--- src/rtl/lnk_tx_pkg.sv ---
package lnk_tx_pkg;
  localparam int DATA_BITS  = 8;
  localparam int FRAME_BITS = DATA_BITS + 3;
  localparam int ACK_BITS   = 2;

  typedef enum logic [1:0] {SH_IDLE, SH_LEAD, SH_SEND} sh_state_t;
  typedef enum logic [1:0] {DQ_EMPTY, DQ_QUEUED, DQ_SENDING, DQ_WAITACK} dq_state_t;
  typedef enum logic {PK_ACK, PK_DATA} pk_kind_t;
endpackage

--- src/rtl/lnk_bit_timer.sv ---
module lnk_bit_timer #(
  parameter int P_LO = 12,
  parameter int P_HI = 6
) (
  input  logic clk,
  input  logic rst_n,
  input  logic load,
  input  logic run,
  input  logic speed_hi,
  output logic tick
);
  localparam int CW = $clog2(P_LO + 1);
  localparam logic [CW-1:0] LIM_LO = CW'(P_LO - 1);
  localparam logic [CW-1:0] LIM_HI = CW'(P_HI - 1);

  logic [CW-1:0] cnt;
  logic          hi_q;
  logic [CW-1:0] lim;

  assign lim  = hi_q ? LIM_HI : LIM_LO;
  assign tick = run && (cnt == lim);

  always_ff @(posedge clk or negedge rst_n) begin
    if (!rst_n) begin
      cnt  <= '0;
      hi_q <= 1'b0;
    end else if (load) begin
      cnt  <= '0;
      hi_q <= speed_hi;
    end else if (run) begin
      cnt <= (cnt == lim) ? '0 : cnt + 1'b1;
    end
  end
endmodule

--- src/rtl/lnk_tx_arb.sv ---
module lnk_tx_arb
  import lnk_tx_pkg::*;
(
  input  logic                 clk,
  input  logic                 rst_n,
  input  logic                 tx_valid,
  input  logic [DATA_BITS-1:0] tx_data,
  output logic                 tx_ready,
  input  logic                 ack_valid,
  output logic                 ack_ready,
  input  logic                 rx_ack,
  input  logic                 take,
  input  logic                 done,
  output logic                 req_valid,
  output pk_kind_t             req_kind,
  output logic [DATA_BITS-1:0] req_data
);
  dq_state_t dq;
  logic      ack_pend;

  assign tx_ready  = (dq == DQ_EMPTY);
  assign ack_ready = !ack_pend;
  assign req_valid = ack_pend || (dq == DQ_QUEUED);
  assign req_kind  = ack_pend ? PK_ACK : PK_DATA;

  always_ff @(posedge clk or negedge rst_n) begin
    if (!rst_n) begin
      ack_pend <= 1'b0;
    end else if (ack_valid && !ack_pend) begin
      ack_pend <= 1'b1;
    end else if (take && req_kind == PK_ACK) begin
      ack_pend <= 1'b0;
    end
  end

  always_ff @(posedge clk or negedge rst_n) begin
    if (!rst_n) begin
      dq       <= DQ_EMPTY;
      req_data <= '0;
    end else begin
      case (dq)
        DQ_EMPTY: if (tx_valid) begin
          dq       <= DQ_QUEUED;
          req_data <= tx_data;
        end
        DQ_QUEUED:  if (take && req_kind == PK_DATA) dq <= DQ_SENDING;
        DQ_SENDING: if (done) dq <= DQ_WAITACK;
        DQ_WAITACK: if (rx_ack) dq <= DQ_EMPTY;
        default:    dq <= DQ_EMPTY;
      endcase
    end
  end
endmodule

--- src/rtl/lnk_tx_shift.sv ---
module lnk_tx_shift
  import lnk_tx_pkg::*;
(
  input  logic                 clk,
  input  logic                 rst_n,
  input  logic                 req_valid,
  input  pk_kind_t             req_kind,
  input  logic [DATA_BITS-1:0] req_data,
  input  logic                 tick,
  output logic                 take,
  output logic                 done,
  output logic                 busy,
  output logic                 link_out
);
  localparam int LW = $clog2(FRAME_BITS + 1);

  sh_state_t             st;
  logic [FRAME_BITS-1:0] sr;
  logic [LW-1:0]         left;

  assign take     = (st == SH_IDLE) && req_valid;
  assign busy     = (st != SH_IDLE);
  assign done     = (st == SH_SEND) && tick && (left == LW'(1));
  assign link_out = (st == SH_SEND) && sr[0];

  always_ff @(posedge clk or negedge rst_n) begin
    if (!rst_n) begin
      st   <= SH_IDLE;
      sr   <= '0;
      left <= '0;
    end else begin
      case (st)
        SH_IDLE: if (take) begin
          st <= SH_LEAD;
          if (req_kind == PK_DATA) begin
            sr   <= {1'b0, req_data, 2'b11};
            left <= LW'(FRAME_BITS);
          end else begin
            sr   <= FRAME_BITS'(2'b01);
            left <= LW'(ACK_BITS);
          end
        end
        SH_LEAD: if (tick) st <= SH_SEND;
        SH_SEND: if (tick) begin
          sr   <= sr >> 1;
          left <= left - 1'b1;
          if (left == LW'(1)) st <= SH_IDLE;
        end
        default: st <= SH_IDLE;
      endcase
    end
  end
endmodule

--- src/rtl/lnk_tx.sv ---
module lnk_tx
  import lnk_tx_pkg::*;
#(
  parameter int CLK_HZ  = 120_000_000,
  parameter int RATE_LO = 10_000_000
) (
  input  logic       clk,
  input  logic       rst_n,
  input  logic       speed_hi,
  input  logic       tx_valid,
  input  logic [7:0] tx_data,
  output logic       tx_ready,
  input  logic       ack_valid,
  output logic       ack_ready,
  input  logic       rx_ack,
  output logic       link_out
);
  localparam int P_LO = CLK_HZ / RATE_LO;
  localparam int P_HI = CLK_HZ / (2 * RATE_LO);

  logic                 sh_take, sh_done, sh_busy, tick;
  logic                 req_valid;
  pk_kind_t             req_kind;
  logic [DATA_BITS-1:0] req_data;

  lnk_tx_arb u_arb (
    .clk(clk), .rst_n(rst_n),
    .tx_valid(tx_valid), .tx_data(tx_data), .tx_ready(tx_ready),
    .ack_valid(ack_valid), .ack_ready(ack_ready), .rx_ack(rx_ack),
    .take(sh_take), .done(sh_done),
    .req_valid(req_valid), .req_kind(req_kind), .req_data(req_data)
  );

  lnk_tx_shift u_shift (
    .clk(clk), .rst_n(rst_n),
    .req_valid(req_valid), .req_kind(req_kind), .req_data(req_data),
    .tick(tick), .take(sh_take), .done(sh_done), .busy(sh_busy),
    .link_out(link_out)
  );

  lnk_bit_timer #(.P_LO(P_LO), .P_HI(P_HI)) u_tmr (
    .clk(clk), .rst_n(rst_n), .load(sh_take), .run(sh_busy),
    .speed_hi(speed_hi), .tick(tick)
  );
endmodule

--- config.mk ---
export PLATFORM = sky130hd
export DESIGN_NAME = lnk_tx
export DESIGN_NICKNAME = d
export VERILOG_FILES = /design/src/rtl/lnk_tx_pkg.sv /design/src/rtl/lnk_bit_timer.sv /design/src/rtl/lnk_tx_arb.sv /design/src/rtl/lnk_tx_shift.sv /design/src/rtl/lnk_tx.sv
export SDC_FILE = /design/constraint.sdc
export NUM_CORES = 1
export LEC_CHECK = 0
export BUFFER_PORTS_ARGS = -buffer_cell sky130_fd_sc_hd__buf_2
export CAP_MARGIN = 20
export CORE_ASPECT_RATIO = 0.75
export CORE_MARGIN = 2
export CORE_UTILIZATION = 25
export CTS_CLUSTER_SIZE = 10
export DETAILED_ROUTE_END_ITERATION = 12
export PLACE_DENSITY = 0.36
export SYNTH_ARGS = -nofsm -noshare
export SYNTH_HDL_FRONTEND = slang
export SYNTH_SLANG_ARGS = --single-unit
--- constraint.sdc ---
create_clock -name clk -period 4.4 [get_ports clk]
set_input_delay 1.32 -clock clk [delete_from_list [all_inputs] [get_ports clk]]
set_output_delay 1.32 -clock clk [all_outputs]
set_load 0.02 [all_outputs]
======== After elaboration in Yosys (flattened, before gate mapping) ========
Index checks and enable logic that the tools add are counted.
word-level totals
  register bits ........................... 33
  bits of input ports ..................... 14
  output and inout bits ................... 3
  word-level logic and storage cells ...... 70
cells by class
  $add $sub $neg .......................... 2
  equality and inequality tests ........... 15
  multiplexer cells ....................... 25
  reduce and logical (&&, ||, !) cells .... 20
operator list
  operator                                           count
  2-to-1 mux 4 bit                                   7
  2-to-1 mux 11 bit                                  2
  one-hot mux 11 bit (2 select lines)                1
  2-to-1 mux 2 bit                                   8
  != test 2 bit (second input constant)              6
  2-to-1 mux 10 bit                                  1
  logical AND 1 bit                                  8
  one-hot mux 2 bit (4 select lines)                 1
  one-hot mux 4 bit (2 select lines)                 1
  AND reduction 4 bit                                2
  nonzero test 2 bit                                 4
  == test 2 bit (second input constant)              3
  one-hot mux 2 bit (3 select lines)                 1
  adder 4 x 1 -> 4 bit (second input constant)       1
  == test 2 x 1 -> 1 bit (second input constant)     2
  == test 4 x 1 -> 1 bit (second input constant)     1
  == test 4 bit                                      1
  zero test 2 bit                                    2
  != test 2 x 1 -> 1 bit (second input constant)     2
  subtractor 4 x 1 -> 4 bit (second input constant)  1
  2-to-1 mux 1 bit                                   3
  AND reduction 3 bit                                1
  AND reduction 2 bit                                1
  zero test 1 bit                                    1
  logical OR 1 bit                                   1

======== Longest topological paths before layout ========
  depth in word-level cells ............... 7
  mapped depth ............................ 6
  depth with buffers taken out ............ 6

======== Hierarchy ========
Synthesis repeated with hierarchy kept, for this count alone.
second synthesis, totals
  cells, all modules ...................... 164
  area, all modules ....................... 1830.5 µm²
by module, submodules not included
  module         instances  cells each  area each (µm²)  seq. area each (µm²)
  lnk_tx_shift   1          96          983.4            400.4
  lnk_tx_arb     1          40          558.0            275.3
  lnk_bit_timer  1          28          289.0            125.1

======== Worst setup path after synthesis ========
OpenSTA, ideal clock, no wires.
  path type ............................... reg2out
  start ................................... register u_shift.st[0]
  end ..................................... output link_out
  arrival ................................. 1196 ps
  data required time ...................... 3080 ps
  path slack .............................. 1884 ps
  stages on the path, launching flop included .. 5
  path buffers ............................ 2
  path through ............................ dfrtp_1 > buf_4 > nand2b_1 > buf_2 > nor2_1
between the ends
  word-level cells in the longest chain between the ends .. 2
RTL lines
  item                    line                source
  start, declared         lnk_tx_shift.sv:17  sh_state_t st;
  start signal, assigned  lnk_tx_shift.sv:28  st <= SH_IDLE;
  start signal, assigned  lnk_tx_shift.sv:34  st <= SH_LEAD;
  start signal, assigned  lnk_tx_shift.sv:43  SH_LEAD: if (tick) st <= SH_SEND;
  == test 2 bit           lnk_tx_shift.sv:24  assign link_out = (st == SH_SEND) && sr[0];
  logical AND 1 bit       lnk_tx_shift.sv:24
  end, declared           lnk_tx.sv:16        output logic link_out
Every way passes these cells.

======== Worst setup path after layout ========
Ends and elaborated chain as after synthesis.

==> results.json <==
{
  "status": "finished, final reports clean",
  "cts.sinks": 32,
  "fmax_mhz": 344,
  "synthArstFlopShare_pct": 100,
  "synth_common_cells": "dfrtp_1 (32), nand2_1 (20), mux2_2 (11)",
  "crit_fanout": 16,
  "crit_required_ns": 3.08,
  "io_buffers": 16,
  "gr-total-overflow": 0,
  "place_congestion": 0.790,
  "clock_path_buffers": 2,
  "ys_warn_count": 0,
  "grt_setup_unrepaired": "false",
  "drt-pass1-iter-count": 4,
  "worst-path-buf-inv": 1,
  "cts_htree_levels": 2,
  "fp-row-count": 26,
  "boundaryPins": 17,
  "synth_fa_ha_area_share_pct": 5.10,
  "dpl-instance-area_sq_mm": 0.00186,
  "hold_viol": 0,
  "cts_tree": "done",
  "start_kind": "register",
  "synthXorXnorAreaFrac_pct": 0,
  "hp-class": "register to register",
  "antenna_found_initial": 0,
  "cp_top_family": "simple AND/OR/NAND/NOR gates",
  "cts_buffers": 5,
  "drive_gt1_share_pct": 31.0,
  "grt_pass1_vias": 1219,
  "stdcell_area_sq_mm": 0.00197,
  "setup_violations": 0,
  "die-area_sq_mm": 0.00755,
  "syn_inst": 156,
  "ir_drop_mv": 0.212,
  "ys.flop_type": "dfrtp_1",
  "hpwlAfterDp_mm": 2.64,
  "insertion_delay_ns": 0.28,
  "vias": 1183,
  "wl_mm": 3.64,
  "antenna_cells": 0,
  "start_util_pct": 25.5,
  "fin_nets": 194,
  "drt-initial-drc-count": 56,
  "fin_util_pct": 29.3,
  "worstPathArrival_ns": 1.59,
  "cp_cell_sequence": "nand2b_1 > nor2_1 > buf_2",
  "fin_setup_tns_ns": 0,
  "grt_pass1_wl_mm": 6.19,
  "die_h_um": 75.8,
  "post_drt_wl_per_cell_um": 14.1,
  "ant_nets": 0,
  "synth_area_sq_mm": 0.00172,
  "tightest_slew_ns": 0.812,
  "synth.distinct_cells": 43,
  "synth_top_area_share_pct": 46.6,
  "die_x_um": 99.7,
  "synth_area_leaders": "dfrtp_1 (47%), mux2_4 (7.9%), mux2_2 (7.2%)",
  "finClkSkew_ns": 0.00322,
  "core_area_sq_mm": 0.00673,
  "p_leak_nw": 0.922,
  "yosys.area.top_type": "dfrtp_1",
  "maxCapViolCount": 0,
  "synthMuxAreaShare_pct": 16.3,
  "powerDensity_mw_per_mm2": 644,
  "viasPerCell": 4.59,
  "postCtsSetupBuffers": 0,
  "grtUsageTotal_pct": 10.6,
  "slowest_delay_ns": 0.48,
  "grt_max_degree": 33,
  "postCtsHoldBufs": 0,
  "synth_compound_area_share_pct": 12.5,
  "fin_crit_sh_pct": 66.0,
  "clk_pin_slew_worst_paths_ns": 0.07,
  "synth_edf_count": 0,
  "synth_top_family_by_area": "multiplexers",
  "root_buffer": "clkbuf_8",
  "max-slew-margin-rel_pct": 45.9,
  "seq_area_frac_synth_pct": 46.6,
  "worst-setup-path-type": "register to primary output",
  "slew_viol_final": 0,
  "period_needed_ns": 2.91,
  "synth.most_common_cell": "dfrtp_1",
  "synth_seq_cells": 32,
  "syn_to_final_growth_pct": 14.9,
  "drc_errors": 0,
  "syn_avg_cell_area_sq_um": 11.0,
  "synthSimpleGateAreaFrac_pct": 15.3,
  "slowest_stage": "dfrtp_1",
  "crit_path_end_kind": "primary output",
  "synth_fp_nets": 177,
  "cts-resized-gates": 0
}
-- metal layers --
| metal | global-route usage (%) | share of wire (%) | vias up |
|---|---|---|---|
| met5 | 0 | 0 | - |
| met4 | 3.50 | 0.99 | 0 |
| met1 | 16.3 | 55 | 573 |
| li1 | - | - | 588 |
| met3 | 2.84 | 3.6 | 5 |
| met2 | 14.2 | 40 | 17 |
-- final timing paths --
| kind | depth (start not counted) | slack (ns) | endpoint | startpoint |
|---|---|---|---|---|
| max in group asynchronous | 1 | 2.82 | u_shift.sr[1] | rst_n |
| setup reg to reg | 4 | 2.13 | u_arb.dq[1] | u_shift.st[1] |
| setup / recovery | 3 | 1.49 | link_out | u_shift.st[0] |
| min in group asynchronous | 1 | 1.10 | u_tmr.cnt[0] | rst_n |
| hold reg to reg | 1 | 0.51 | u_shift.sr[4] | u_shift.sr[4] |
| hold / removal | 1 | 0.51 | u_shift.sr[4] | u_shift.sr[4] |
-- placed cells by master, fill, tap and decap left out, types with 2 or more instances in the layout --
cell type,netlist,final
dfrtp_1,32,32
nand2_1,20,20
buf_2,3,16
mux2_2,11,11
nor2_1,10,10
mux2_4,9,9
nand3_1,8,8
inv_1,7,7
ha_1,7,7
o21ai_0,6,6
a21oi_1,5,5
clkbuf_8,0,5
nor3_1,4,4
a21o_2,2,2
o31ai_1,2,2
-- state kept, by name, summed over array words and instances, names as in the netlist --
signal,flops
u_tmr.hi_q,1
u_shift.sr,10
u_shift.st,2
u_arb.dq,2
u_shift.left,4
u_arb.req_data,8
u_arb.ack_pend,1
u_tmr.cnt,4
-- cell families after synthesis --
family                   after synthesis
buffers and inverters                 14
multiplexers                          22
AO/OA/AOI/OAI                         28
AND/OR/NAND/NOR                       53
adder cells (fa/ha/maj)                7
flip-flops                            32
-- stage by stage --
step | setup WS (ns) | power, mW | std cells | hold slack, ns
after global routing | 1.32 | 1.36 | 258 | 0.536
final | 1.49 | 1.27 | 258 | 0.512
after floorplan | 1.88 | 0.883 | 156 | 0.457
after CTS | 1.48 | 1.28 | 258 | 0.516
after global placement | 1.81 | 0.976 | 250 | 0.495
after detailed placement | 1.80 | 0.994 | 250 | 0.498
-- power by group --
part           total [mW]  switching, mW  internal [mW]
logic               0.470          0.228          0.242
clock network       0.281          0.113          0.167
registers           0.519          0.113          0.406
total                1.27          0.455          0.815
-- layout make-up --
cell class | instances | area (sq um)
Tap cell | 84 | 105
Clock buffer | 5 | 68.8
Inverter | 8 | 30.0
Multi-Input combinational cell | 110 | 845
Clock inverter | 3 | 42.5
Sequential cell | 32 | 801
Fill cell | 686 | 4760
Timing Repair Buffer | 16 | 80.1
Power figures use the tool's default switching activity.
